--- src/rtl/exu_pkg.sv ---
package exu_pkg;

  typedef enum logic [4:0] {
    OP_ADD   = 5'd0,
    OP_ADDU  = 5'd1,
    OP_SUB   = 5'd2,
    OP_SUBU  = 5'd3,
    OP_AND   = 5'd4,
    OP_OR    = 5'd5,
    OP_XOR   = 5'd6,
    OP_NOR   = 5'd7,
    OP_SLT   = 5'd8,
    OP_SLTU  = 5'd9,
    OP_SLL   = 5'd10,
    OP_SRL   = 5'd11,
    OP_SRA   = 5'd12,
    OP_SLLV  = 5'd13,
    OP_SRLV  = 5'd14,
    OP_SRAV  = 5'd15,
    OP_ADDI  = 5'd16,
    OP_ADDIU = 5'd17,
    OP_SLTI  = 5'd18,
    OP_SLTIU = 5'd19,
    OP_ANDI  = 5'd20,
    OP_ORI   = 5'd21,
    OP_XORI  = 5'd22,
    OP_LUI   = 5'd23,
    OP_ADDR  = 5'd24
  } exu_op_e;

  typedef enum logic [1:0] {
    EXT_SIGN = 2'd0,
    EXT_ZERO = 2'd1,
    EXT_HIGH = 2'd2
  } ext_mode_e;

  typedef enum logic [1:0] {
    SH_LL = 2'd0,
    SH_RL = 2'd1,
    SH_RA = 2'd2
  } shift_kind_e;

  typedef struct packed {
    logic        use_imm;
    ext_mode_e   ext;
    logic        sub;
    logic        ovf_en;
    logic        var_shift;
    shift_kind_e sh_kind;
  } exu_ctrl_t;

endpackage

--- src/rtl/exu_decode.sv ---
module exu_decode
  import exu_pkg::*;
(
  input  logic [4:0] op_i,
  output exu_ctrl_t  ctrl_o
);

  always_comb begin
    ctrl_o           = '0;
    ctrl_o.ext       = EXT_SIGN;
    ctrl_o.sh_kind   = SH_LL;
    ctrl_o.use_imm   = op_i[4] && (op_i <= 5'd24);
    unique case (op_i)
      OP_ADD:   ctrl_o.ovf_en = 1'b1;
      OP_SUB:   begin ctrl_o.sub = 1'b1; ctrl_o.ovf_en = 1'b1; end
      OP_SUBU:  ctrl_o.sub = 1'b1;
      OP_SLT, OP_SLTU, OP_SLTI, OP_SLTIU: ctrl_o.sub = 1'b1;
      OP_SRL:   ctrl_o.sh_kind = SH_RL;
      OP_SRA:   ctrl_o.sh_kind = SH_RA;
      OP_SLLV:  ctrl_o.var_shift = 1'b1;
      OP_SRLV:  begin ctrl_o.var_shift = 1'b1; ctrl_o.sh_kind = SH_RL; end
      OP_SRAV:  begin ctrl_o.var_shift = 1'b1; ctrl_o.sh_kind = SH_RA; end
      OP_ADDI:  ctrl_o.ovf_en = 1'b1;
      OP_ANDI, OP_ORI, OP_XORI: ctrl_o.ext = EXT_ZERO;
      OP_LUI:   ctrl_o.ext = EXT_HIGH;
      default:  ;
    endcase
  end

endmodule

--- src/rtl/exu_operand.sv ---
module exu_operand
  import exu_pkg::*;
#(
  parameter int XLEN   = 32,
  parameter int IMM_W  = 16,
  parameter int IDX_W  = 5
) (
  input  logic [IDX_W-1:0] a_idx_i,
  input  logic [XLEN-1:0]  a_data_i,
  input  logic [IDX_W-1:0] b_idx_i,
  input  logic [XLEN-1:0]  b_data_i,
  input  logic [IMM_W-1:0] imm_i,
  input  logic             use_imm_i,
  input  ext_mode_e        ext_i,
  output logic [XLEN-1:0]  opa_o,
  output logic [XLEN-1:0]  opb_o,
  output logic [XLEN-1:0]  imm_ext_o
);

  localparam int PAD_W = XLEN - IMM_W;

  logic [XLEN-1:0] rb;

  assign opa_o = (a_idx_i == '0) ? '0 : a_data_i;
  assign rb    = (b_idx_i == '0) ? '0 : b_data_i;

  always_comb begin
    unique case (ext_i)
      EXT_ZERO: imm_ext_o = {{PAD_W{1'b0}}, imm_i};
      EXT_HIGH: imm_ext_o = {imm_i, {PAD_W{1'b0}}};
      default:  imm_ext_o = {{PAD_W{imm_i[IMM_W-1]}}, imm_i};
    endcase
  end

  assign opb_o = use_imm_i ? imm_ext_o : rb;

endmodule

--- src/rtl/exu_addsub.sv ---
module exu_addsub #(
  parameter int XLEN = 32
) (
  input  logic [XLEN-1:0] a_i,
  input  logic [XLEN-1:0] b_i,
  input  logic            sub_i,
  output logic [XLEN-1:0] sum_o,
  output logic            ovf_o,
  output logic            lt_s_o,
  output logic            lt_u_o
);

  logic [XLEN:0]   wide;
  logic [XLEN-1:0] b_eff;

  assign b_eff = sub_i ? ~b_i : b_i;
  assign wide  = {1'b0, a_i} + {1'b0, b_eff} + {{XLEN{1'b0}}, sub_i};
  assign sum_o = wide[XLEN-1:0];

  // signed overflow: effective operands agree in sign, result does not
  assign ovf_o  = (a_i[XLEN-1] == b_eff[XLEN-1]) && (sum_o[XLEN-1] != a_i[XLEN-1]);
  // no carry out of a - b means a borrow, i.e. a < b unsigned
  assign lt_u_o = ~wide[XLEN];
  assign lt_s_o = (a_i[XLEN-1] != b_i[XLEN-1]) ? a_i[XLEN-1] : sum_o[XLEN-1];

endmodule

--- src/rtl/exu_shift.sv ---
module exu_shift
  import exu_pkg::*;
#(
  parameter int XLEN = 32,
  localparam int SH_W = $clog2(XLEN)
) (
  input  logic [XLEN-1:0] val_i,
  input  logic [SH_W-1:0] amt_i,
  input  shift_kind_e     kind_i,
  output logic [XLEN-1:0] res_o
);

  logic            left;
  logic            fill;
  logic [XLEN-1:0] src;
  logic [XLEN-1:0] stage [SH_W+1];

  assign left = (kind_i == SH_LL);
  assign fill = (kind_i == SH_RA) ? val_i[XLEN-1] : 1'b0;

  // left shift done as a right shift of the bit-reversed value
  always_comb begin
    for (int i = 0; i < XLEN; i++) begin
      src[i] = left ? val_i[XLEN-1-i] : val_i[i];
    end
  end

  assign stage[0] = src;

  genvar k;
  generate
    for (k = 0; k < SH_W; k++) begin : g_stage
      localparam int D = 1 << k;
      assign stage[k+1] = amt_i[k] ? {{D{fill}}, stage[k][XLEN-1:D]} : stage[k];
    end
  endgenerate

  always_comb begin
    for (int i = 0; i < XLEN; i++) begin
      res_o[i] = left ? stage[SH_W][XLEN-1-i] : stage[SH_W][i];
    end
  end

endmodule

--- src/rtl/exu_core.sv ---
module exu_core
  import exu_pkg::*;
#(
  parameter int XLEN  = 32,
  parameter int IMM_W = 16,
  parameter int IDX_W = 5,
  localparam int SH_W = $clog2(XLEN)
) (
  input  logic             clk,
  input  logic             rst,
  input  logic [4:0]       op_i,
  input  logic [IDX_W-1:0] a_idx_i,
  input  logic [XLEN-1:0]  a_data_i,
  input  logic [IDX_W-1:0] b_idx_i,
  input  logic [XLEN-1:0]  b_data_i,
  input  logic [IMM_W-1:0] imm_i,
  input  logic [SH_W-1:0]  shamt_i,
  output logic [XLEN-1:0]  result_o,
  output logic             ovf_o,
  output logic             bsel_imm_o
);

  exu_ctrl_t       ctrl;
  logic [XLEN-1:0] opa, opb, imm_ext;
  logic [XLEN-1:0] sum, sh_res;
  logic            ovf_raw, lt_s, lt_u;
  logic [SH_W-1:0] sh_amt;
  logic [XLEN-1:0] res_d;

  exu_decode u_dec (
    .op_i   (op_i),
    .ctrl_o (ctrl)
  );

  exu_operand #(.XLEN(XLEN), .IMM_W(IMM_W), .IDX_W(IDX_W)) u_opnd (
    .a_idx_i   (a_idx_i),
    .a_data_i  (a_data_i),
    .b_idx_i   (b_idx_i),
    .b_data_i  (b_data_i),
    .imm_i     (imm_i),
    .use_imm_i (ctrl.use_imm),
    .ext_i     (ctrl.ext),
    .opa_o     (opa),
    .opb_o     (opb),
    .imm_ext_o (imm_ext)
  );

  exu_addsub #(.XLEN(XLEN)) u_add (
    .a_i    (opa),
    .b_i    (opb),
    .sub_i  (ctrl.sub),
    .sum_o  (sum),
    .ovf_o  (ovf_raw),
    .lt_s_o (lt_s),
    .lt_u_o (lt_u)
  );

  assign sh_amt = ctrl.var_shift ? opa[SH_W-1:0] : shamt_i;

  exu_shift #(.XLEN(XLEN)) u_sh (
    .val_i  (opb),
    .amt_i  (sh_amt),
    .kind_i (ctrl.sh_kind),
    .res_o  (sh_res)
  );

  always_comb begin
    unique case (op_i)
      OP_ADD, OP_ADDU, OP_SUB, OP_SUBU,
      OP_ADDI, OP_ADDIU, OP_ADDR:          res_d = sum;
      OP_AND, OP_ANDI:                     res_d = opa & opb;
      OP_OR,  OP_ORI:                      res_d = opa | opb;
      OP_XOR, OP_XORI:                     res_d = opa ^ opb;
      OP_NOR:                              res_d = ~(opa | opb);
      OP_SLT, OP_SLTI:                     res_d = {{(XLEN-1){1'b0}}, lt_s};
      OP_SLTU, OP_SLTIU:                   res_d = {{(XLEN-1){1'b0}}, lt_u};
      OP_SLL, OP_SRL, OP_SRA,
      OP_SLLV, OP_SRLV, OP_SRAV:           res_d = sh_res;
      OP_LUI:                              res_d = imm_ext;
      default:                             res_d = '0;
    endcase
  end

  always_ff @(posedge clk) begin
    if (rst) begin
      result_o   <= '0;
      ovf_o      <= 1'b0;
      bsel_imm_o <= 1'b0;
    end else begin
      result_o   <= res_d;
      ovf_o      <= ctrl.ovf_en & ovf_raw;
      bsel_imm_o <= ctrl.use_imm;
    end
  end

endmodule

--- config.mk ---
export PLATFORM = sky130hd
export DESIGN_NAME = exu_core
export DESIGN_NICKNAME = d
export VERILOG_FILES = /design/src/rtl/exu_pkg.sv /design/src/rtl/exu_decode.sv /design/src/rtl/exu_operand.sv /design/src/rtl/exu_addsub.sv /design/src/rtl/exu_shift.sv /design/src/rtl/exu_core.sv
export SDC_FILE = /design/constraint.sdc
export NUM_CORES = 1
export LEC_CHECK = 0
export ABC_AREA = 1
export CAP_MARGIN = 25
export CORE_UTILIZATION = 40
export CTS_CLUSTER_SIZE = 25
export DETAILED_ROUTE_END_ITERATION = 8
export RECOVER_POWER = 50
export SETUP_SLACK_MARGIN = 0.15
export SLEW_MARGIN = 15
export SYNTH_ARGS = -nofsm -noshare
export SYNTH_HDL_FRONTEND = slang
export SYNTH_SLANG_ARGS = --single-unit
--- constraint.sdc ---
create_clock -name clk -period 6.34 [get_ports clk]
set_clock_uncertainty 0.1 [all_clocks]
set_input_delay 1.268 -clock clk [delete_from_list [all_inputs] [get_ports clk]]
set_output_delay 1.268 -clock clk [all_outputs]
set_load 0.05 [all_outputs]
==> flow_summary.json <==
{
  "ant_nets": 0,
  "std_cell_rows": 54,
  "rsz0062_at_grt": "yes",
  "final_cell_mix": "nand2_1, nand3_1, inv_1",
  "cts_setup_buffers": 0,
  "clkTransAtPathRegs_ns": 0.07,
  "outcome": "complete, but fails checks",
  "clock.fmax_ghz": 0.170,
  "avgSynthCellArea_um2": 5.51,
  "cp.required_ns": 6.37,
  "viasPerCell": 5.83,
  "ys.flop_type": "dfxtp_1",
  "worst-path-max-fanout": 6,
  "ys_seq_area_share_pct": 7.55,
  "area_growth_pct": 21.3,
  "syn_inst": 1636,
  "synthSimpleGateAreaFrac_pct": 46.7,
  "maxCapViolations": 0,
  "wl_per_cell_um": 21.4,
  "cellLeakagePower_uw": 0.00546,
  "hpwl_mm": 35.0,
  "start_util_pct": 41.1,
  "placement.cell_area_um2": 10700,
  "ys_seq_elements": 34,
  "grt_pass1_wl_mm": 65.5,
  "clock-root-buffer": "clkbuf_16",
  "whs_path_depth": 4,
  "syn_nets": 1836,
  "cp-end-kind": "flip-flop",
  "die_area_um2": 23200,
  "min_path_type": "in -> reg",
  "antenna_found_initial": 0,
  "critical_path_class": "in -> reg",
  "fin_cells": 2021,
  "p_per_area_nw_per_um2": 172,
  "start_kind": "input port",
  "synth_edf_count": 0,
  "setup_viol": 0,
  "post_cts_resized": 0,
  "slew_headroom_pct": 30.4,
  "tns_ns": 0,
  "dieWidth_um": 152,
  "final_common_cell": "nand2_1",
  "port_buffers": 135,
  "grt_overflow": 0,
  "core-area_um2": 22000,
  "ctsHoldBuffers": 0,
  "dp_cells": 2012,
  "cts_buffers": 5,
  "synth_top_family_by_area": "simple AND/OR/NAND/NOR gates",
  "fin_area_um2": 10900,
  "synth_fa_ha_area_share_pct": 13.7,
  "htreeDepth": 2,
  "place_congestion": 0.999,
  "drt-total-wl_mm": 43.3,
  "final_nets": 1940,
  "clk_path_buf_depth": 2,
  "cts_num_sinks": 34,
  "track_usage_pct": 37.2,
  "hold_violations": 0,
  "fp.dieH_um": 152,
  "antenna_cells": 0,
  "synthMuxAreaShare_pct": 0,
  "total_power_uw": 1880,
  "firstDrtPassIters": 8,
  "synth-compound-area-share_pct": 17.3,
  "ys_types": 52,
  "grt_pass1_vias": 10800,
  "violations": "DRC",
  "synth_warnings": 0,
  "drive_above_1_share_pct": 6.26,
  "detail_route.iter0.violations": 1588,
  "tightest_slew_ns": 1.04,
  "drc": 7,
  "post-route-period-util_pct": 92.9,
  "vias": 11800,
  "grt_start_max_net_pins": 65,
  "drv_slew": 0,
  "cts_tree": "built",
  "synth-xor-area-share_pct": 3.50,
  "synth.cell_area_um2": 9020,
  "synthArstFlopShare_pct": 0,
  "ios": 136,
  "min_period_ns": 5.89,
  "peakVddDrop_v": 0.0000993,
  "crit_arrival_ns": 5.92
}
-- path summary, 6_finish.rpt --
check | startpoint | to | slack, ns
worst min-delay path | op_i[0] | ovf_o | 1.75
worst max-delay path | op_i[2] | result_o[17] | 0.45
-- cell usage after synthesis, types with 3 or more instances --
cell       count  area, um2
a21oi_1      110        551
a22oi_1       10       75.1
buf_6          4       45.0
o21ai_1        3       15.0
nor2_1        87        327
nand3_1      357       1790
a21boi_0       3       22.5
ha_1          97       1210
clkbuf_1      41        154
inv_1        154        578
buf_2         24        120
nor3_1        11       55.1
buf_1          8       30.0
nand2_2       19        119
xor2_1        35        307
o21a_1         8       60.1
or2_2          4       25.0
o211ai_1      17        128
nand2_1      454       1700
a221oi_1      14        123
buf_4          7       52.6
inv_2          8       30.0
nand3b_1       6       45.0
dfxtp_1       34        681
nand4_1        6       37.5
o2111ai_1      4       35.0
a21o_1         6       45.0
o21ai_0       67        335
clkinv_1       3       11.3
a211oi_1       6       45.0
-- report_power, final --
group	switching, uW	total (uW)	internal (uW)
Clock	114	340	226
Sequential	8.46	246	237
Combinational	874	1290	420
Total	996	1880	884
-- state kept, by name (all words and copies together), names as in the netlist --
register,flops
result_o,32
ovf_o,1
bsel_imm_o,1
-- routing by layer --
| layer | global-route usage [%] | routed length [um] | up-vias |
|---|---|---|---|
| met4 | 17.8 | 2370 | 0 |
| met5 | 0 | 0 | - |
| met1 | 51.8 | 19000 | 5362 |
| met3 | 8.33 | 4530 | 83 |
| met2 | 53.6 | 17400 | 631 |
| li1 | - | - | 5698 |
-- worst max-delay path, stage by stage --
cell and delay, ns:
clkdlybuf4s50_1 0.48, inv_1 0.09, nor2_1 0.19, nand2_1 0.11
nor2_1 0.15, inv_1 0.08, ha_1 0.32, nor2_1 0.18
buf_4 0.15, nor2_1 0.04, inv_1 0.06, nand2_1 0.06
nand2_2 0.20, xor2_1 0.18, ha_1 0.32, a21oi_1 0.35
o21ai_0 0.25, a21oi_1 0.24, inv_1 0.07, a211oi_1 0.21
nand2_1 0.13, o21ai_0 0.17, a21oi_1 0.06, nor3_1 0.42
a21oi_1 0.13
-- kinds of logic after synthesis --
logic type / count (synthesis)
fa+ha+maj: 98
xor+xnor: 36
flops: 34
compound gates: 262
buf+inv: 249
simple gates: 957
-- cell type report --
class	count	area, um2
fill	2380	11000
clock inverter	3	68.8
sequential	34	681
clock buffer	5	125
multi-input combinational	1353	7390
tap	280	350
timing repair buffer	181	1710
inverter	165	623
-- stage by stage --
step,hold WS (ns),setup slack [ns],util [%]
after CTS,1.74,0.337,49.6
after global routing,1.80,0.149,49.8
after global placement,2.07,0.0803,48.7
after detailed placement,2.05,0.0405,48.7
after floorplan,1.33,1.28,-
final,1.75,0.451,49.8
(Power assumes the default switching activity.)
